<file path="config.mk">
export PLATFORM = sky130hd
export DESIGN_NAME = lsu_align_unit
export DESIGN_NICKNAME = d
export VERILOG_FILES = /design/src/rtl/lsu_pkg.sv /design/src/rtl/lsu_addr_gen.sv /design/src/rtl/lsu_store_fmt.sv /design/src/rtl/lsu_load_fmt.sv /design/src/rtl/lsu_align_unit.sv
export SDC_FILE = /design/constraint.sdc
export NUM_CORES = 1
export LEC_CHECK = 0
export ABC_AREA = 1
export ABC_CLOCK_PERIOD_IN_PS = 5300
export BUFFER_PORTS_ARGS = -buffer_cell sky130_fd_sc_hd__buf_2
export CORE_MARGIN = 2
export CORE_UTILIZATION = 51
export CTS_CLUSTER_DIAMETER = 100
export DETAILED_ROUTE_END_ITERATION = 8
export PLACE_DENSITY = 0.78
export SLEW_MARGIN = 20
export SYNTH_ARGS = -nofsm -noshare
export SYNTH_HDL_FRONTEND = slang
export SYNTH_HIERARCHICAL = 1
export SYNTH_SLANG_ARGS = --single-unit
</file>
<file path="constraint.sdc">
create_clock -name clk -period 5.3 [get_ports clk]
set_clock_uncertainty 0.2 [all_clocks]
set_input_delay 0.265 -clock clk [delete_from_list [all_inputs] [get_ports clk]]
set_output_delay 0.265 -clock clk [all_outputs]
set_load 0.005 [all_outputs]
</file>
<file path="src/rtl/lsu_pkg.sv">
package lsu_pkg;

    localparam int XLEN  = 32;
    localparam int IMM_W = 16;
    localparam int REG_W = 5;
    localparam int LANES = XLEN / 8;
    localparam int OFS_W = $clog2(LANES);

    typedef enum logic [3:0] {
        OP_LB  = 4'd0,
        OP_LBU = 4'd1,
        OP_LH  = 4'd2,
        OP_LHU = 4'd3,
        OP_LW  = 4'd4,
        OP_LD  = 4'd5,
        OP_SB  = 4'd6,
        OP_SH  = 4'd7,
        OP_SW  = 4'd8,
        OP_SD  = 4'd9
    } lsu_op_e;

    typedef enum logic [1:0] {
        SZ_B = 2'd0,
        SZ_H = 2'd1,
        SZ_W = 2'd2
    } size_e;

    typedef struct packed {
        logic  is_load;
        logic  is_store;
        logic  is_dbl;
        logic  sign;
        size_e size;
    } dec_t;

    typedef struct packed {
        logic [XLEN-1:0]  addr;
        logic [REG_W-1:0] idx;
        logic [XLEN-1:0]  data;
        logic             is_load;
        logic             is_store;
        logic             sign;
        size_e            size;
    } beat_t;

    function automatic dec_t decode(logic [3:0] op);
        dec_t d;
        d = '0;
        case (op)
            OP_LB:  begin d.is_load = 1'b1; d.sign = 1'b1; d.size = SZ_B; end
            OP_LBU: begin d.is_load = 1'b1; d.size = SZ_B; end
            OP_LH:  begin d.is_load = 1'b1; d.sign = 1'b1; d.size = SZ_H; end
            OP_LHU: begin d.is_load = 1'b1; d.size = SZ_H; end
            OP_LW:  begin d.is_load = 1'b1; d.size = SZ_W; end
            OP_LD:  begin d.is_load = 1'b1; d.is_dbl = 1'b1; d.size = SZ_W; end
            OP_SB:  begin d.is_store = 1'b1; d.size = SZ_B; end
            OP_SH:  begin d.is_store = 1'b1; d.size = SZ_H; end
            OP_SW:  begin d.is_store = 1'b1; d.size = SZ_W; end
            OP_SD:  begin d.is_store = 1'b1; d.is_dbl = 1'b1; d.size = SZ_W; end
            default: d = '0;
        endcase
        return d;
    endfunction

    function automatic logic misaligned(size_e sz, logic [OFS_W-1:0] ofs);
        case (sz)
            SZ_H:    return ofs[0];
            SZ_W:    return |ofs;
            default: return 1'b0;
        endcase
    endfunction

endpackage

</file>
<file path="src/rtl/lsu_addr_gen.sv">
module lsu_addr_gen
    import lsu_pkg::*;
(
    input  logic [XLEN-1:0]  base_i,
    input  logic [IMM_W-1:0] imm_i,
    output logic [XLEN-1:0]  ea_o
);

    logic [XLEN-1:0] imm_ext;

    assign imm_ext = {{(XLEN-IMM_W){imm_i[IMM_W-1]}}, imm_i};
    assign ea_o    = base_i + imm_ext;

endmodule

</file>
<file path="src/rtl/lsu_store_fmt.sv">
module lsu_store_fmt
    import lsu_pkg::*;
(
    input  size_e            size_i,
    input  logic [OFS_W-1:0] ofs_i,
    input  logic [XLEN-1:0]  data_i,
    output logic [LANES-1:0] be_o,
    output logic [XLEN-1:0]  wdata_o
);

    // lane i carries bus bits [XLEN-1-8i -: 8] and enable bit LANES-1-i
    for (genvar i = 0; i < LANES; i++) begin : g_lane
        localparam int HI = XLEN - 1 - 8 * i;
        logic [7:0] half_byte;

        assign half_byte = (i % 2 == 0) ? data_i[15:8] : data_i[7:0];

        assign be_o[LANES-1-i] =
            (size_i == SZ_B) ? (ofs_i == OFS_W'(i)) :
            (size_i == SZ_H) ? (ofs_i[OFS_W-1:1] == (OFS_W-1)'(i / 2)) :
                               1'b1;

        assign wdata_o[HI -: 8] =
            (size_i == SZ_B) ? data_i[7:0] :
            (size_i == SZ_H) ? half_byte :
                               data_i[HI -: 8];
    end

endmodule

</file>
<file path="src/rtl/lsu_load_fmt.sv">
module lsu_load_fmt
    import lsu_pkg::*;
(
    input  size_e            size_i,
    input  logic             sign_i,
    input  logic [OFS_W-1:0] ofs_i,
    input  logic [XLEN-1:0]  rdata_i,
    output logic [XLEN-1:0]  value_o
);

    logic [XLEN-1:0] shifted;

    // move the addressed lane to the top of the word
    assign shifted = rdata_i << {ofs_i, 3'b000};

    always_comb begin
        case (size_i)
            SZ_B:    value_o = {{(XLEN-8){sign_i & shifted[XLEN-1]}}, shifted[XLEN-1 -: 8]};
            SZ_H:    value_o = {{(XLEN-16){sign_i & shifted[XLEN-1]}}, shifted[XLEN-1 -: 16]};
            default: value_o = shifted;
        endcase
    end

endmodule

</file>
<file path="src/rtl/lsu_align_unit.sv">
module lsu_align_unit
    import lsu_pkg::*;
(
    input  logic             clk,
    input  logic             rst,
    input  logic             req_valid,
    output logic             req_ready,
    input  logic [3:0]       req_op,
    input  logic [XLEN-1:0]  req_base,
    input  logic [IMM_W-1:0] req_imm,
    input  logic [REG_W-1:0] req_rd,
    input  logic [XLEN-1:0]  req_st_data,
    input  logic [XLEN-1:0]  req_st_pair,
    output logic             mem_en,
    output logic             mem_we,
    output logic [XLEN-1:0]  mem_addr,
    output logic [LANES-1:0] mem_be,
    output logic [XLEN-1:0]  mem_wdata,
    input  logic [XLEN-1:0]  mem_rdata,
    output logic             wb_en,
    output logic [REG_W-1:0] wb_idx,
    output logic [XLEN-1:0]  wb_data,
    output logic             err
);

    dec_t             dec;
    logic [XLEN-1:0]  ea;
    logic             mis;
    logic             accept;
    logic             memop;
    logic             go;
    logic             busy_q;
    beat_t            first;
    beat_t            nxt_q;
    beat_t            cur;
    logic [LANES-1:0] be_raw;
    logic [XLEN-1:0]  ld_val;

    assign dec    = decode(req_op);
    assign memop  = dec.is_load | dec.is_store;
    assign accept = req_valid & ~busy_q;

    lsu_addr_gen u_addr (
        .base_i (req_base),
        .imm_i  (req_imm),
        .ea_o   (ea)
    );

    assign mis = misaligned(dec.size, ea[OFS_W-1:0]);

    always_comb begin
        first.addr     = ea;
        first.idx      = dec.is_dbl ? {req_rd[REG_W-1:1], 1'b0} : req_rd;
        first.data     = req_st_data;
        first.is_load  = dec.is_load;
        first.is_store = dec.is_store;
        first.sign     = dec.sign;
        first.size     = dec.size;
    end

    assign go  = busy_q | (accept & memop & ~mis);
    assign cur = busy_q ? nxt_q : first;

    lsu_store_fmt u_store (
        .size_i  (cur.size),
        .ofs_i   (cur.addr[OFS_W-1:0]),
        .data_i  (cur.data),
        .be_o    (be_raw),
        .wdata_o (mem_wdata)
    );

    lsu_load_fmt u_load (
        .size_i  (cur.size),
        .sign_i  (cur.sign),
        .ofs_i   (cur.addr[OFS_W-1:0]),
        .rdata_i (mem_rdata),
        .value_o (ld_val)
    );

    assign mem_en    = go;
    assign mem_we    = go & cur.is_store;
    assign mem_addr  = cur.addr;
    assign mem_be    = mem_we ? be_raw : '0;
    assign req_ready = ~busy_q;

    always_ff @(posedge clk) begin
        if (rst) begin
            busy_q  <= 1'b0;
            nxt_q   <= '0;
            wb_en   <= 1'b0;
            wb_idx  <= '0;
            wb_data <= '0;
            err     <= 1'b0;
        end else begin
            wb_en   <= go & cur.is_load & (cur.idx != '0);
            wb_idx  <= cur.idx;
            wb_data <= ld_val;
            err     <= accept & memop & mis;
            if (busy_q) begin
                busy_q <= 1'b0;
            end else if (accept && memop && !mis && dec.is_dbl) begin
                busy_q         <= 1'b1;
                nxt_q.addr     <= ea + XLEN'(LANES);
                nxt_q.idx      <= {req_rd[REG_W-1:1], 1'b1};
                nxt_q.data     <= req_st_pair;
                nxt_q.is_load  <= dec.is_load;
                nxt_q.is_store <= dec.is_store;
                nxt_q.sign     <= 1'b0;
                nxt_q.size     <= SZ_W;
            end
        end
    end

endmodule

</file>
* After elaboration in Yosys (flattened, before gate mapping)
Cells that the tools add are included.
** Word-level totals
- Register bits after elaboration :: 112
- Logic and storage cells :: 81
- Bits of input ports :: 156
- Output and inout port bits :: 110
** Cells by class
- Muxes and demuxes :: 22
- Bitwise operators :: 13
- Reduce and logical (&&, ||, !) cells :: 17
- Add/sub/neg operators :: 2
- Shift-type cells :: 1
- Equality and inequality tests :: 15
** Operators with widths (count)
- $mux W74 :: 1
- $pmux W32 S2 :: 1
- $mux W8 :: 5
- $add A32 B3 Y32 const B :: 1
- $add A32 B32 Y32 :: 1
- $shl A32 B5 Y32 :: 1
- $eq A4 B3 Y1 const B :: 4
- $mux W1 :: 12
- $and A1 B1 Y1 :: 8
- $eq A4 B2 Y1 const B :: 2
- $eq A4 B4 Y1 const B :: 2
- $reduce_or A2 Y1 :: 4
- $reduce_or A4 Y1 :: 2
- $eq A2 B1 Y1 const B :: 3
- $eq A2 B2 Y1 const B :: 3
- $reduce_or A6 Y1 :: 1
- $reduce_bool A5 Y1 :: 1
- $eq A4 B1 Y1 const B :: 1
- $logic_not A2 Y1 :: 2
- $logic_not A4 Y1 :: 1
- $mux W4 :: 1
- $pmux W2 S2 :: 1
- $logic_and A1 B1 Y1 :: 3
- $not A1 Y1 :: 3
- other kinds (5) :: 6

* Logic depth before layout (Yosys ltp)
Gate-level depths: netlist of run 1.
- Depth in word-level cells :: 10
- Gate-level depth with buffers :: 21
- Gate-level depth less buffers :: 21

* By module
The synthesis of run 1 kept the hierarchy.
** By module, submodules not included
- lsu_align_unit :: sequential area each 2222.1 um^2, times used 1, area each 5721.7 um^2, cells each 924
- lsu_addr_gen :: sequential area each 0.0 um^2, times used 1, area each 2384.8 um^2, cells each 494
- lsu_load_fmt :: sequential area each 0.0 um^2, times used 1, area each 1051.0 um^2, cells each 219
- lsu_store_fmt :: sequential area each 0.0 um^2, times used 1, area each 525.5 um^2, cells each 100

* Least setup slack after synthesis of run 1
Ideal clock, no wire load.
- Kind :: input to register
- Start point :: input port req_base[0]
- End point :: register wb_data[31]
- Required time :: 5035 ps
- Arrival :: 2585 ps
- Path buffers :: 1
- Stages :: 11
- Path slack :: 2450 ps
- Library setup time :: 65 ps
- Cells stage by stage :: ha_1 fa_1 inv_1 o21ai_0 inv_2 nand3_2 nand4_2 buf_6 o21ai_1 inv_1 nor2_1
** RTL lines
- start, declared :: RTL line lsu_align_unit.sv:9 : input logic [XLEN-1:0] req_base,
- end signal, assigned :: RTL line lsu_align_unit.sv:97 : wb_data <= ld_val;
- end, declared :: RTL line lsu_align_unit.sv:22 : output logic [XLEN-1:0] wb_data,

* Final worst setup path of run 1
- Start point :: input port req_base[0]
- End point :: register nxt_q[3] (netlist name)
** Between the ends
- Word-level cells in the longest chain between the ends :: 7
** Ends and longest elaborated chain
- $add A32 B32 Y32 :: RTL line lsu_addr_gen.sv:12 : assign ea_o = base_i + imm_ext;
- named net ea[1] :: RTL line lsu_align_unit.sv:27 : logic [XLEN-1:0] ea;
- $reduce_or A2 Y1 :: RTL line lsu_pkg.sv:68 : SZ_W: return |ofs;
- $pmux W1 S2 :: RTL line lsu_pkg.sv:66 : case (sz)
- $logic_not A1 Y1 :: RTL line lsu_align_unit.sv:101 : end else if (accept && memop && !mis && dec.is_dbl) begin
- $logic_and A1 B1 Y1 (2 in a row) :: RTL line lsu_align_unit.sv:101
- $reduce_and A2 Y1 (no source line)
- end, declared :: RTL line lsu_align_unit.sv:34 : beat_t nxt_q;
The timed path passes the listed nets, and every way through them passes these cells.
A chain may end at the register's enable or synchronous reset.

==> report_table.html, run 1 <==
<table>
<tr><th>Metric</th><th>Value</th></tr>
<tr><th colspan="2">Synth</th></tr>
<tr><td>Post-synthesis sequential area ratio</td><td>about 23%</td></tr>
<tr><td>Mapped Cells</td><td>1,737</td></tr>
<tr><td>Synth Area in Adders</td><td>about 4.6%</td></tr>
<tr><td>Count of distinct cell types in the synthesized netlist</td><td>39</td></tr>
<tr><td>Synthesized-area fraction occupied by and/or/nand/nor cells</td><td>45.1%</td></tr>
<tr><td>Compound-cell area share of the yosys netlist</td><td>approximately 9.1%</td></tr>
<tr><td>Mapped cell area</td><td>9680 um^2</td></tr>
<tr><td>Avg Cell Area, Syn</td><td>5.57 um^2</td></tr>
<tr><td>Multiplexer area fraction after synthesis</td><td>less than 1%</td></tr>
<tr><td>Top post-synthesis cells by area</td><td>sky130_fd_sc_hd__nand2_1, sky130_fd_sc_hd__dfxtp_1, sky130_fd_sc_hd__nor2_1, sky130_fd_sc_hd__inv_1, sky130_fd_sc_hd__nand3_1</td></tr>
<tr><td>Post-synth top area share</td><td>between 20% and 30%</td></tr>
<tr><td>Synthesis-stage register bit count</td><td>111</td></tr>
<tr><td>Number of synthesized flops with an enable pin</td><td>0</td></tr>
<tr><td>Xor-xnor portion of the synthesized cell area</td><td>2.08%</td></tr>
<tr><td>Share of synthesized flip-flops with an asynchronous set or reset</td><td>0%</td></tr>
<tr><td>Library cell occupying the most area in the post-synthesis netlist</td><td>sky130_fd_sc_hd__nand2_1</td></tr>
<tr><td>Number of nets produced by synthesis</td><td>between 1.5k and 2k</td></tr>
<tr><td>Yosys warns</td><td>6</td></tr>
<tr><td>Primary flip-flop cell chosen by synthesis mapping</td><td>sky130_fd_sc_hd__dfxtp_1</td></tr>
<tr><td>Dominant combinational cell family by area after synthesis</td><td>simple AND/OR/NAND/NOR gates</td></tr>
<tr><th colspan="2">Setup path</th></tr>
<tr><td>Element type at the critical path end</td><td>register</td></tr>
<tr><td>Maximum fanout along the worst path</td><td>38</td></tr>
<tr><td>WP data arrival</td><td>3.09 ns</td></tr>
<tr><td>Critical path data required time</td><td>5.37 ns</td></tr>
<tr><td>Critical path class</td><td>primary input to register</td></tr>
<tr><td>Kind of start point of the critical path</td><td>primary input</td></tr>
<tr><th colspan="2">Detailed routing</th></tr>
<tr><td>Vias per cell</td><td>around 5.1</td></tr>
<tr><td>Violation count after the first detailed-routing iteration</td><td>between 900 and 1k</td></tr>
<tr><td>Wire length per cell after detailed routing</td><td>13.9 um</td></tr>
<tr><td>Final ANT Viol Nets</td><td>0</td></tr>
<tr><td>First-pass iteration count of the detailed router</td><td>5</td></tr>
<tr><td>Detailed-route via count</td><td>11.2k</td></tr>
<tr><td>Total length of routed wires</td><td>just over 30,000 um</td></tr>
<tr><td>Number of remaining DRC errors</td><td>0</td></tr>
<tr><th colspan="2">Global routing</th></tr>
<tr><td>Global-route wire length before repair</td><td>~48,000 um</td></tr>
<tr><td>Global route total overflow</td><td>0</td></tr>
<tr><td>Initial antenna violation count</td><td>0</td></tr>
<tr><td>Global router's overall resource usage</td><td>29.4%</td></tr>
<tr><td>Via count of the first global-routing pass</td><td>around 10k</td></tr>
<tr><td>Largest net degree at the start of global routing</td><td>85</td></tr>
<tr><th colspan="2">Pwr</th></tr>
<tr><td>Power per unit of standard cell area</td><td>between 200 and 250 nW/um^2</td></tr>
<tr><td>Leak</td><td>between 0.006 and 0.007 uW</td></tr>
<tr><td>Worst supply voltage drop on vdd</td><td>0.153 mV</td></tr>
<tr><th colspan="2">STA</th></tr>
<tr><td>Max Clk Rate</td><td>332 MHz</td></tr>
<tr><td>RSZ-0062 raised after global routing</td><td>false</td></tr>
<tr><td>Post-route minimum period</td><td>3.02 ns</td></tr>
<tr><td>Crit share post-route</td><td>56.9%</td></tr>
<tr><td>Slew Limit Fails</td><td>0</td></tr>
<tr><td>Slew @ Worst Pin</td><td>0.965 ns</td></tr>
<tr><td>Setup violation total in the final timing report</td><td>0</td></tr>
<tr><td>Final-report hold violation count</td><td>0</td></tr>
<tr><td>Setup TNS Final</td><td>0 ns</td></tr>
<tr><td>Slew margin rel.</td><td>35.3%</td></tr>
<tr><th colspan="2">Die</th></tr>
<tr><td>Area of the die</td><td>20,100 um^2</td></tr>
<tr><td>Std-Cell Core Area</td><td>18,600 um^2</td></tr>
<tr><td>Chip width</td><td>142 um</td></tr>
<tr><td>Site row count</td><td>50</td></tr>
<tr><td>Die span in y</td><td>142 um</td></tr>
<tr><td># IOs</td><td>266</td></tr>
<tr><td>Initial core utilization</td><td>51.9%</td></tr>
<tr><th colspan="2">Clock tree</th></tr>
<tr><td>Max H-tree Level</td><td>3</td></tr>
<tr><td>Total setup buffers inserted after CTS</td><td>0</td></tr>
<tr><td>Maximum buffer depth of the clock tree</td><td>2</td></tr>
<tr><td>CTS tree</td><td>done</td></tr>
<tr><td>Worst skew pair latency</td><td>0.35 ns</td></tr>
<tr><td># clock sinks</td><td>111</td></tr>
<tr><td>Num CTS Buffers</td><td>9</td></tr>
<tr><td>Library cell used as clock root buffer</td><td>sky130_fd_sc_hd__clkbuf_16</td></tr>
<tr><td>Clock edge transition at the registers on the reported setup and hold paths</td><td>roughly 0.080 ns</td></tr>
<tr><td>Count of cells resized by post-cts repair</td><td>0</td></tr>
<tr><th colspan="2">Finish</th></tr>
<tr><td>Leading cell type in the layout, fill and taps excluded</td><td>sky130_fd_sc_hd__nand2_1</td></tr>
<tr><td>Fraction of final layout cells sized beyond drive strength 1</td><td>17.5%</td></tr>
<tr><td>Highest-count cells in the layout ignoring fill and taps</td><td>sky130_fd_sc_hd__nand2_1, sky130_fd_sc_hd__buf_2, sky130_fd_sc_hd__nor2_1</td></tr>
<tr><td>Layout net count</td><td>2,153</td></tr>
<tr><td>Utilization after layout</td><td>61.3%</td></tr>
<tr><td>Layout fillers</td><td>roughly 1.9k</td></tr>
<tr><td>Growth of design area from synthesis to finish</td><td>18.0%</td></tr>
<tr><td># diodes</td><td>0</td></tr>
<tr><th colspan="2">Placement</th></tr>
<tr><td>Number of buffer cells added on primary ports</td><td>265</td></tr>
<tr><td>Final RePlAce weighted congestion</td><td>0.972</td></tr>
<tr><td>Hpwl dp</td><td>about 23,000 um</td></tr>
<tr><th colspan="2">Status</th></tr>
<tr><td>Run status</td><td>completed</td></tr>
<tr><th colspan="2">Run</th></tr>
<tr><td>Number of max-capacitance violations reported</td><td>0</td></tr>
<tr><th colspan="2">Worst hold path</th></tr>
<tr><td>Hold/Removal Path Class</td><td>primary input to register</td></tr>
</table>
-- through the flow --
step                cells  setup slack [ns]  hold WS [ns]  area, um^2  total power [uW]
global placement     2147              1.98         0.229       10700              1840
floorplan            1737              2.45         0.200        9680              1590
finish               2201              2.28        0.0900       11400              2590
detailed placement   2147              1.94         0.238       10700              1850
CTS                  2201              2.32        0.0743       11400              2600
global route         2201              2.05         0.126       11400              2760
-- worst max-delay path, cell delays in order --
cell and delay [ns]:
sky130_fd_sc_hd__buf_2 0.10, sky130_fd_sc_hd__ha_1 0.27, sky130_fd_sc_hd__fa_1 0.48, sky130_fd_sc_hd__inv_1 0.09, sky130_fd_sc_hd__nand2_1 0.06, sky130_fd_sc_hd__nand3_1 0.14
sky130_fd_sc_hd__nand2_1 0.14, sky130_fd_sc_hd__nor2_4 0.67, sky130_fd_sc_hd__nand2_1 0.55, sky130_fd_sc_hd__o21ai_0 0.30
-- what timing repair did --
item	CTS	global route
hold buffers	38	0
endpoints found under the setup margin	0	0
endpoints found under the hold margin	41	0
-- cells in the mapped netlist (3+ instances only) --
| cell | instances |
|---|---|
| sky130_fd_sc_hd__a21oi_1 | 35 |
| sky130_fd_sc_hd__a21oi_2 | 3 |
| sky130_fd_sc_hd__buf_1 | 4 |
| sky130_fd_sc_hd__buf_2 | 7 |
| sky130_fd_sc_hd__buf_4 | 54 |
| sky130_fd_sc_hd__buf_6 | 9 |
| sky130_fd_sc_hd__clkbuf_1 | 23 |
| sky130_fd_sc_hd__dfxtp_1 | 111 |
| sky130_fd_sc_hd__ha_1 | 34 |
| sky130_fd_sc_hd__inv_1 | 224 |
| sky130_fd_sc_hd__inv_2 | 8 |
| sky130_fd_sc_hd__nand2_1 | 653 |
| sky130_fd_sc_hd__nand2_2 | 14 |
| sky130_fd_sc_hd__nand3_1 | 117 |
| sky130_fd_sc_hd__nand3_2 | 11 |
| sky130_fd_sc_hd__nand4_1 | 7 |
| sky130_fd_sc_hd__nor2_1 | 245 |
| sky130_fd_sc_hd__nor2_2 | 3 |
| sky130_fd_sc_hd__nor3_1 | 3 |
| sky130_fd_sc_hd__o211ai_1 | 7 |
| sky130_fd_sc_hd__o21ai_0 | 83 |
| sky130_fd_sc_hd__o21ai_1 | 36 |
| sky130_fd_sc_hd__xnor2_1 | 3 |
| sky130_fd_sc_hd__xor2_1 | 20 |
-- path summary, 6_finish.rpt --
path,startpoint,to,slack (ns),cells after the start
worst max-delay path,req_base[0],nxt_q[3],2.28,10
worst max register to register,busy_q,nxt_q[3],2.63,7
worst min-delay path,req_op[3],nxt_q[4],0.09,4
worst min register to register,nxt_q[46],nxt_q[46],0.25,2
-- layout make-up --
class	instances	area (um^2)	area share (%)
Clock buffer	9	225	1.97
Clock inverter	7	87.6	0.766
Inverter	234	881	7.71
Multi-Input combinational cell	1293	5940	51.9
Sequential cell	111	2220	19.5
Tap cell	234	293	2.56
Timing Repair Buffer	313	1780	15.6
-- sequential cells by signal (all words and copies together) (netlist names) --
signal and cells:
err 1, wb_data 32, wb_idx 5, nxt_q 71, busy_q 1, wb_en 1
-- metal layers --
layer / wire [um] / vias to the layer above / track usage [%]
met5: 0 / - / 0
met1: 13000 / 4877 / 37.0
met3: 2040 / 63 / 3.48
li1: - / 5749 / -
met4: 781 / 0 / 9.53
met2: 14600 / 483 / 52.3
-- kinds of logic (layout without fill, tap and decap cells) --
logic type,Yosys count,after routing
adder cells (fa/ha/maj),35,35
flip-flops,111,111
multiplexers,2,2
AND/OR/NAND/NOR,1065,1065
buffers and inverters,333,563
XOR/XNOR,23,23
AO/OA/AOI/OAI,168,168
-- power by group --
| group | switching [uW] | internal, uW | total [uW] |
|---|---|---|---|
| sequential | 14.5 | 870 | 885 |
| combinational | 626 | 351 | 977 |
| clock | 352 | 378 | 730 |
Power figures use the tool's default switching activity.
==> run 2: changes to the inputs <==
--- a/config.mk
+++ b/config.mk
@@ -6,10 +6,10 @@
 export NUM_CORES = 1
 export LEC_CHECK = 0
 export ABC_AREA = 1
-export ABC_CLOCK_PERIOD_IN_PS = 5300
+export ABC_CLOCK_PERIOD_IN_PS = 2700
 export BUFFER_PORTS_ARGS = -buffer_cell sky130_fd_sc_hd__buf_2
 export CORE_MARGIN = 2
-export CORE_UTILIZATION = 51
+export CORE_UTILIZATION = 49
 export CTS_CLUSTER_DIAMETER = 100
 export DETAILED_ROUTE_END_ITERATION = 8
 export PLACE_DENSITY = 0.78
==> constraint.sdc (replaced) <==
create_clock -name clk -period 2.7 [get_ports clk]
set_clock_uncertainty 0.2 [all_clocks]
set_input_delay 0.135 -clock clk [delete_from_list [all_inputs] [get_ports clk]]
set_output_delay 0.135 -clock clk [all_outputs]
set_load 0.005 [all_outputs]
==> report_table.html, run 2 (synthesis results as in run 1) <==
<table>
<tr><th>Metric</th><th>Value</th></tr>
<tr><th colspan="2">Status</th></tr>
<tr><td>Run status</td><td>completed</td></tr>
<tr><th colspan="2">Setup path</th></tr>
<tr><td>Critical path class</td><td>primary input to primary output</td></tr>
<tr><td>Critical path cell sequence</td><td>buf_2 &gt; ha_1 &gt; fa_1 &gt; buf_4 &gt; nand2_1 &gt; nand3_2 &gt; nand2_1 &gt; nand2_2 &gt; nand2_1 &gt; nand3_1 &gt; nand2_1 &gt; buf_4 &gt; inv_1 &gt; o21ai_0 &gt; buf_2</td></tr>
<tr><td>Count of buffer and inverter cells on the critical path</td><td>5</td></tr>
<tr><td>Kind of start point of the critical path</td><td>primary input</td></tr>
<tr><td>Reg-to-reg setup timing slack</td><td>0.56 ns</td></tr>
<tr><td>WP data arrival</td><td>roughly 2.2 ns</td></tr>
<tr><td>Element type at the critical path end</td><td>primary output</td></tr>
<tr><td>Kind of cell adding the most delay to the critical path</td><td>adder cells</td></tr>
<tr><td>Maximum fanout along the worst path</td><td>3</td></tr>
<tr><td>Critical Path Most Common Cell</td><td>sky130_fd_sc_hd__nand2_1</td></tr>
<tr><td>Critical path data required time</td><td>~2.4 ns</td></tr>
<tr><td>Slowest stage cell, crit path</td><td>sky130_fd_sc_hd__fa_1</td></tr>
<tr><td>Peak per-stage delay on the critical path</td><td>0.40 ns</td></tr>
<tr><th colspan="2">Pwr</th></tr>
<tr><td>Clock network fraction of total power</td><td>25.2%</td></tr>
<tr><td>Net switching share of the total power</td><td>37.9%</td></tr>
<tr><td>Portion of total power attributed to sequential cells</td><td>roughly a third</td></tr>
<tr><td>Power per unit of standard cell area</td><td>430 nW/um^2</td></tr>
<tr><td>Internal cell power</td><td>3320 uW</td></tr>
<tr><td>Leak</td><td>0.00712 uW</td></tr>
<tr><td>Switching pwr</td><td>2030 uW</td></tr>
<tr><td>Power share of the combinational group</td><td>a little over two fifths</td></tr>
<tr><td>Worst supply voltage drop on vdd</td><td>0.324 mV</td></tr>
<tr><th colspan="2">Clock tree</th></tr>
<tr><td>CTS tree</td><td>done</td></tr>
<tr><td># clock sinks</td><td>111</td></tr>
<tr><td>Total setup buffers inserted after CTS</td><td>0</td></tr>
<tr><td>Max H-tree Level</td><td>3</td></tr>
<tr><td>Worst skew pair latency</td><td>between 0.3 and 0.4 ns</td></tr>
<tr><td>Num CTS Buffers</td><td>9</td></tr>
<tr><td>Clock edge transition at the registers on the reported setup and hold paths</td><td>0.08 ns</td></tr>
<tr><td>Library cell used as clock root buffer</td><td>sky130_fd_sc_hd__clkbuf_16</td></tr>
<tr><td>Maximum buffer depth of the clock tree</td><td>2</td></tr>
<tr><th colspan="2">Finish</th></tr>
<tr><td>Leading cell type in the layout, fill and taps excluded</td><td>sky130_fd_sc_hd__nand2_1</td></tr>
<tr><td>Number of flip-flops in the largest register</td><td>just over 70</td></tr>
<tr><td>Growth of design area from synthesis to finish</td><td>28.5%</td></tr>
<tr><td>Highest-count cells in the layout ignoring fill and taps</td><td>sky130_fd_sc_hd__nand2_1, sky130_fd_sc_hd__buf_2, sky130_fd_sc_hd__nor2_1</td></tr>
<tr><td>Layout net count</td><td>2,262</td></tr>
<tr><td>Final non-filler cell total</td><td>2,341</td></tr>
<tr><td>Fraction of final layout cells sized beyond drive strength 1</td><td>22.7%</td></tr>
<tr><td>Largest regs</td><td>nxt_q x71, wb_data x32, wb_idx x5</td></tr>
<tr><td># diodes</td><td>0</td></tr>
<tr><td>Reg with most FFs</td><td>nxt_q</td></tr>
<tr><th colspan="2">Die</th></tr>
<tr><td>Initial core utilization</td><td>between 40 and 50%</td></tr>
<tr><td>Std-Cell Core Area</td><td>19,400 um^2</td></tr>
<tr><td>Site row count</td><td>51</td></tr>
<tr><td>Die span in y</td><td>145 um</td></tr>
<tr><td># IOs</td><td>266</td></tr>
<tr><td>Chip width</td><td>145 um</td></tr>
<tr><td>Area of the die</td><td>~21,000 um^2</td></tr>
<tr><th colspan="2">Run</th></tr>
<tr><td>Number of max-capacitance violations reported</td><td>0</td></tr>
<tr><th colspan="2">Global routing</th></tr>
<tr><td>Global router's overall resource usage</td><td>29.4%</td></tr>
<tr><td>Via count of the first global-routing pass</td><td>approximately 11k</td></tr>
<tr><td>Global-route wire length before repair</td><td>a little under 50,000 um</td></tr>
<tr><td>Initial antenna violation count</td><td>0</td></tr>
<tr><td>Largest net degree at the start of global routing</td><td>slightly below 90</td></tr>
<tr><td>Global route total overflow</td><td>0</td></tr>
<tr><th colspan="2">Placement</th></tr>
<tr><td># placed instances</td><td>2,282</td></tr>
<tr><td>Pre-CTS setup slack</td><td>-0.175 ns</td></tr>
<tr><td>Number of buffer cells added on primary ports</td><td>265</td></tr>
<tr><td>Hpwl dp</td><td>around 24,000 um</td></tr>
<tr><td>Final RePlAce weighted congestion</td><td>0.944</td></tr>
<tr><th colspan="2">STA</th></tr>
<tr><td>Slew @ Worst Pin</td><td>between 0.6 and 0.7 ns</td></tr>
<tr><td>Slew margin rel.</td><td>53.2%</td></tr>
<tr><td>Slew Limit Fails</td><td>0</td></tr>
<tr><td>Max Clk Rate</td><td>393 MHz</td></tr>
<tr><td>Setup violation total in the final timing report</td><td>0</td></tr>
<tr><td>Crit share post-route</td><td>94.2%</td></tr>
<tr><td>Post-route minimum period</td><td>2.54 ns</td></tr>
<tr><td>Final-report hold violation count</td><td>0</td></tr>
<tr><td>Worst setup margin</td><td>0.157 ns</td></tr>
<tr><td>RSZ-0062 raised after global routing</td><td>true</td></tr>
<tr><th colspan="2">Detailed routing</th></tr>
<tr><td>Detailed-route via count</td><td>11.7k</td></tr>
<tr><td>Wire length per cell after detailed routing</td><td>13.4 um</td></tr>
<tr><td>First-pass iteration count of the detailed router</td><td>7</td></tr>
<tr><td>Number of remaining DRC errors</td><td>0</td></tr>
<tr><td>Total length of routed wires</td><td>roughly 31,000 um</td></tr>
<tr><td>Violation count after the first detailed-routing iteration</td><td>between 600 and 700</td></tr>
<tr><td>Final ANT Viol Nets</td><td>0</td></tr>
<tr><td>Vias per cell</td><td>4.99</td></tr>
<tr><th colspan="2">Worst hold path</th></tr>
<tr><td>Hold/Removal Path Class</td><td>primary input to register</td></tr>
</table>
[run 2: stage by stage]
step	hold WS (ns)	total power, uW	utilization, %	setup TNS [ns]	cell area [um^2]
final	0.0338	5350	64.2	0	12400
after global routing	0.0846	5700	64.2	-0.0304	12400
after CTS	0.0246	5320	63.5	0	12300
after detailed placement	0.162	3930	59.8	-2.22	11600
after global placement	0.157	3900	59.8	-1.32	11600
after floorplan	0.0699	3110	-	0	9680
[run 2: worst reg2reg max path, stage by stage, from the launching register on]
cell and delay (ns):
sky130_fd_sc_hd__dfxtp_4 0.40, sky130_fd_sc_hd__nand2_1 0.19, sky130_fd_sc_hd__o21ai_4 0.15, sky130_fd_sc_hd__buf_4 0.20
sky130_fd_sc_hd__nor2_8 0.18, sky130_fd_sc_hd__nand4_1 0.39, sky130_fd_sc_hd__nand2_1 0.20, sky130_fd_sc_hd__inv_1 0.05
sky130_fd_sc_hd__nor2_1 0.11
[run 2: layout make-up]
type                            instances  area [um^2]
Clock inverter                          6         60.1
Clock buffer                           10          229
Inverter                              234          881
Timing Repair Buffer                  422         2660
Multi-Input combinational cell       1293         6060
Fill cell                            1872         6950
Sequential cell                       111         2230
Tap cell                              265          332
[run 2: power groups by stage]
stage                     combinational (uW)  clock (uW)  sequential [uW]
after global placement                  2130           0             1770
after detailed placement                2160           0             1770
after CTS                               2220        1370             1730
final                                   2270        1350             1730
after global routing                    2530        1430             1740
after floorplan                         1340           0             1770
[run 2: worst paths after layout]
kind               start  depth (start not counted)            to
max          req_base[0]                         15  mem_addr[22]
min          req_base[1]                          4     nxt_q[43]
max reg2reg       busy_q                          8   wb_data[13]
min reg2reg    nxt_q[46]                          2     nxt_q[46]
[run 2: routing by layer]
| layer | up-vias | routed length, um | GRT usage [%] |
|---|---|---|---|
| met4 | 0 | 1190 | 12.9 |
| li1 | 5966 | - | - |
| met1 | 5123 | 12700 | 34.6 |
| met3 | 90 | 2240 | 4.67 |
| met2 | 497 | 15300 | 52.7 |
| met5 | - | 0 | 0 |
[run 2: what timing repair did]
item | 4_1_cts | 5_1_grt
hold buffers | 43 | 0
cloned | 0 | 0
endpoints found under the setup margin | 1 | 21
resized for setup | 1 | 30
hold endpoints to repair | 46 | 0
==> run 3: changes to the inputs <==
--- a/config.mk
+++ b/config.mk
@@ -12,7 +12,8 @@
 export CORE_UTILIZATION = 49
 export CTS_CLUSTER_DIAMETER = 100
 export DETAILED_ROUTE_END_ITERATION = 8
-export PLACE_DENSITY = 0.78
+export PLACE_DENSITY = 0.77
+export SKIP_CTS_REPAIR_TIMING = 1
 export SLEW_MARGIN = 20
 export SYNTH_ARGS = -nofsm -noshare
 export SYNTH_HDL_FRONTEND = slang
==> report_table.html, run 3 (synthesis results as in run 1) <==
<table>
<tr><th>Metric</th><th>Value</th></tr>
<tr><th colspan="2">Worst hold path</th></tr>
<tr><td>Endpoint of the worst hold-timing path</td><td>err</td></tr>
<tr><td>Hold/Removal Path Class</td><td>primary input to register</td></tr>
<tr><td>Worst min-delay path startpoint</td><td>req_op[1]</td></tr>
<tr><td>Hold depth</td><td>4</td></tr>
<tr><th colspan="2">Global routing</th></tr>
<tr><td>Global-route wire length before repair</td><td>47,600 um</td></tr>
<tr><td>Initial antenna violation count</td><td>0</td></tr>
<tr><td>Global route total overflow</td><td>0</td></tr>
<tr><td>Global router's overall resource usage</td><td>28.4%</td></tr>
<tr><td>Largest net degree at the start of global routing</td><td>67</td></tr>
<tr><td>Via count of the first global-routing pass</td><td>10.0k</td></tr>
<tr><th colspan="2">Setup path</th></tr>
<tr><td>Kind of start point of the critical path</td><td>primary input</td></tr>
<tr><td>Reg2reg path depth</td><td>8</td></tr>
<tr><td>Element type at the critical path end</td><td>primary output</td></tr>
<tr><td>Critical path data required time</td><td>2.37 ns</td></tr>
<tr><td>WP data arrival</td><td>2.28 ns</td></tr>
<tr><td>End of the worst register-to-register path</td><td>wb_data[0]</td></tr>
<tr><td>Critical path class</td><td>primary input to primary output</td></tr>
<tr><td>Worst reg2reg path startpoint</td><td>busy_q</td></tr>
<tr><td>Maximum fanout along the worst path</td><td>13</td></tr>
<tr><td>Reg-to-reg setup timing slack</td><td>0.39 ns</td></tr>
<tr><td>Critical Path Source</td><td>req_imm[15]</td></tr>
<tr><th colspan="2">Die</th></tr>
<tr><td># IOs</td><td>around 270</td></tr>
<tr><td>Die span in y</td><td>145 um</td></tr>
<tr><td>Initial core utilization</td><td>around half</td></tr>
<tr><td>Std-Cell Core Area</td><td>19,400 um^2</td></tr>
<tr><td>Area of the die</td><td>about 21,000 um^2</td></tr>
<tr><td>Chip width</td><td>around 140 um</td></tr>
<tr><td>Site row count</td><td>just over 50</td></tr>
<tr><th colspan="2">Clock tree</th></tr>
<tr><td># clock sinks</td><td>roughly 110</td></tr>
<tr><td>Max H-tree Level</td><td>3</td></tr>
<tr><td>Clock edge transition at the registers on the reported setup and hold paths</td><td>0.08 ns</td></tr>
<tr><td>Library cell used as clock root buffer</td><td>sky130_fd_sc_hd__clkbuf_16</td></tr>
<tr><td>Worst skew pair latency</td><td>0.36 ns</td></tr>
<tr><td>CTS tree</td><td>done</td></tr>
<tr><td>Maximum buffer depth of the clock tree</td><td>2</td></tr>
<tr><td>Num CTS Buffers</td><td>9</td></tr>
<tr><th colspan="2">STA</th></tr>
<tr><td>Post-route minimum period</td><td>around 2.6 ns</td></tr>
<tr><td>Worst Hold Slack</td><td>-0.0306 ns</td></tr>
<tr><td>Worst setup margin</td><td>0.0840 ns</td></tr>
<tr><td>Max Clk Rate</td><td>382 MHz</td></tr>
<tr><td>Slew Limit Fails</td><td>0</td></tr>
<tr><td>Slew margin rel.</td><td>between 50 and 60%</td></tr>
<tr><td>RSZ-0062 raised after global routing</td><td>true</td></tr>
<tr><td>Crit share post-route</td><td>96.9%</td></tr>
<tr><td>Setup violation total in the final timing report</td><td>0</td></tr>
<tr><td>Setup TNS Final</td><td>0 ns</td></tr>
<tr><td>Slew @ Worst Pin</td><td>between 0.5 and 0.6 ns</td></tr>
<tr><td>Final-report hold violation count</td><td>1</td></tr>
<tr><th colspan="2">Run</th></tr>
<tr><td>Number of max-capacitance violations reported</td><td>0</td></tr>
<tr><th colspan="2">Placement</th></tr>
<tr><td>Placed inst area</td><td>11,700 um^2</td></tr>
<tr><td>Number of buffer cells added on primary ports</td><td>roughly 270</td></tr>
<tr><td>Final RePlAce weighted congestion</td><td>0.962</td></tr>
<tr><td>Hpwl dp</td><td>24,000 um</td></tr>
<tr><td>Pre-CTS setup slack</td><td>-0.167 ns</td></tr>
<tr><th colspan="2">Pwr</th></tr>
<tr><td>Power share of the combinational group</td><td>41.4%</td></tr>
<tr><td>Clock network fraction of total power</td><td>27.0%</td></tr>
<tr><td>Power per unit of standard cell area</td><td>441 nW/um^2</td></tr>
<tr><td>Portion of total power attributed to sequential cells</td><td>between 30% and 40%</td></tr>
<tr><td>Worst supply voltage drop on vdd</td><td>0.355 mV</td></tr>
<tr><td>Internal cell power</td><td>3440 uW</td></tr>
<tr><td>Leak</td><td>just over 0.007 uW</td></tr>
<tr><td>Net switching share of the total power</td><td>37.3%</td></tr>
<tr><td>Switching pwr</td><td>2040 uW</td></tr>
<tr><th colspan="2">Status</th></tr>
<tr><td>Run status</td><td>finished with violations</td></tr>
<tr><td>Failing checks</td><td>hold timing</td></tr>
<tr><th colspan="2">Detailed routing</th></tr>
<tr><td>Violation count after the first detailed-routing iteration</td><td>801</td></tr>
<tr><td>Total length of routed wires</td><td>31,700 um</td></tr>
<tr><td>Number of remaining DRC errors</td><td>0</td></tr>
<tr><td>Detailed-route via count</td><td>11.6k</td></tr>
<tr><td>Vias per cell</td><td>4.94</td></tr>
<tr><td>First-pass iteration count of the detailed router</td><td>5</td></tr>
<tr><td>Final ANT Viol Nets</td><td>0</td></tr>
<tr><td>Wire length per cell after detailed routing</td><td>13.5 um</td></tr>
<tr><th colspan="2">Finish</th></tr>
<tr><td>Layout net count</td><td>approximately 2.3k</td></tr>
<tr><td>Highest-count cells in the layout ignoring fill and taps</td><td>sky130_fd_sc_hd__nand2_1, sky130_fd_sc_hd__buf_2, sky130_fd_sc_hd__nor2_1</td></tr>
<tr><td>Growth of design area from synthesis to finish</td><td>28.5%</td></tr>
<tr><td>Leading cell type in the layout, fill and taps excluded</td><td>sky130_fd_sc_hd__nand2_1</td></tr>
<tr><td>Layout fillers</td><td>1,905</td></tr>
<tr><td>Utilization after layout</td><td>64.2%</td></tr>
<tr><td>Number of flip-flops in the largest register</td><td>71</td></tr>
<tr><td>Reg with most FFs</td><td>nxt_q</td></tr>
<tr><td>Post-route design area</td><td>approximately 12,000 um^2</td></tr>
<tr><td>Largest regs</td><td>nxt_q x71, wb_data x32, wb_idx x5</td></tr>
<tr><td># diodes</td><td>0</td></tr>
<tr><td>Total area of sequential cells</td><td>2230 um^2</td></tr>
<tr><td>Area of combinational cells with multiple inputs</td><td>a little under 6000 um^2</td></tr>
<tr><td>Fraction of final layout cells sized beyond drive strength 1</td><td>roughly 22%</td></tr>
</table>
[run 3: cell types whose count changed in the layout (fill, tap and decap cells not counted), moves of 2 or more]
cell	previous run	this run
sky130_fd_sc_hd__inv_8	3	1
sky130_fd_sc_hd__buf_4	111	115
sky130_fd_sc_hd__nor2_1	231	240
sky130_fd_sc_hd__ha_1	28	32
sky130_fd_sc_hd__buf_12	3	5
sky130_fd_sc_hd__o21ai_2	3	1
sky130_fd_sc_hd__ha_4	5	0
sky130_fd_sc_hd__dlygate4sd3_1	43	41
sky130_fd_sc_hd__nor2_2	15	7
sky130_fd_sc_hd__o21ai_0	77	80
[run 3: worst max-delay path, cell delays in order]
cell,delay [ns]
sky130_fd_sc_hd__clkbuf_4,0.19
sky130_fd_sc_hd__ha_2,0.41
sky130_fd_sc_hd__nand2_1,0.10
sky130_fd_sc_hd__buf_4,0.14
sky130_fd_sc_hd__nor2_1,0.16
sky130_fd_sc_hd__nand2_1,0.11
sky130_fd_sc_hd__nor2_1,0.13
sky130_fd_sc_hd__nand2_1,0.08
sky130_fd_sc_hd__buf_4,0.14
sky130_fd_sc_hd__nand3_1,0.05
sky130_fd_sc_hd__nand2_1,0.14
sky130_fd_sc_hd__buf_4,0.17
sky130_fd_sc_hd__inv_1,0.07
sky130_fd_sc_hd__o21ai_0,0.09
sky130_fd_sc_hd__buf_2,0.16
[run 3: power by group through the flow]
stage / registers, uW / clock network (uW) / logic (uW)
5_1_grt: 1740 / 1560 / 2530
3_3_place_gp: 1770 / 0 / 2160
2_1_floorplan: 1770 / 0 / 1340
4_1_cts: 1730 / 1500 / 2190
3_5_place_dp: 1770 / 0 / 2180
6_report: 1730 / 1480 / 2270
[run 3: cell type report]
cell class	instances	area share [%]
Multi-Input combinational cell	1293	47.9
Tap cell	265	2.66
Timing Repair Buffer	427	21.8
Inverter	234	7.10
Sequential cell	111	17.9
Clock inverter	6	0.674
Clock buffer	10	1.92
[run 3: worst max-delay path by stage]
stage | to | cells after the start
2_1_floorplan | nxt_q[73] | 18
3_3_place_gp | nxt_q[73] | 19
3_5_place_dp | nxt_q[73] | 19
4_1_cts | mem_be[0] | 8
5_1_grt | mem_addr[27] | 15
6_report | mem_addr[27] | 15
[run 3: routing by layer]
metal	global-route usage, %	wire (um)	vias to the layer above
li1	-	-	5978
met1	36.6	13400	5043
met2	49.1	15000	492
met3	3.34	2250	80
met4	9.86	978	0
met5	0	0	-
[run 3: through the flow]
step / cells / power, uW
after CTS: 2305 / 5420
after global routing: 2346 / 5830
after floorplan: 1737 / 3110
after detailed placement: 2289 / 3950
after global placement: 2289 / 3920
final: 2346 / 5480
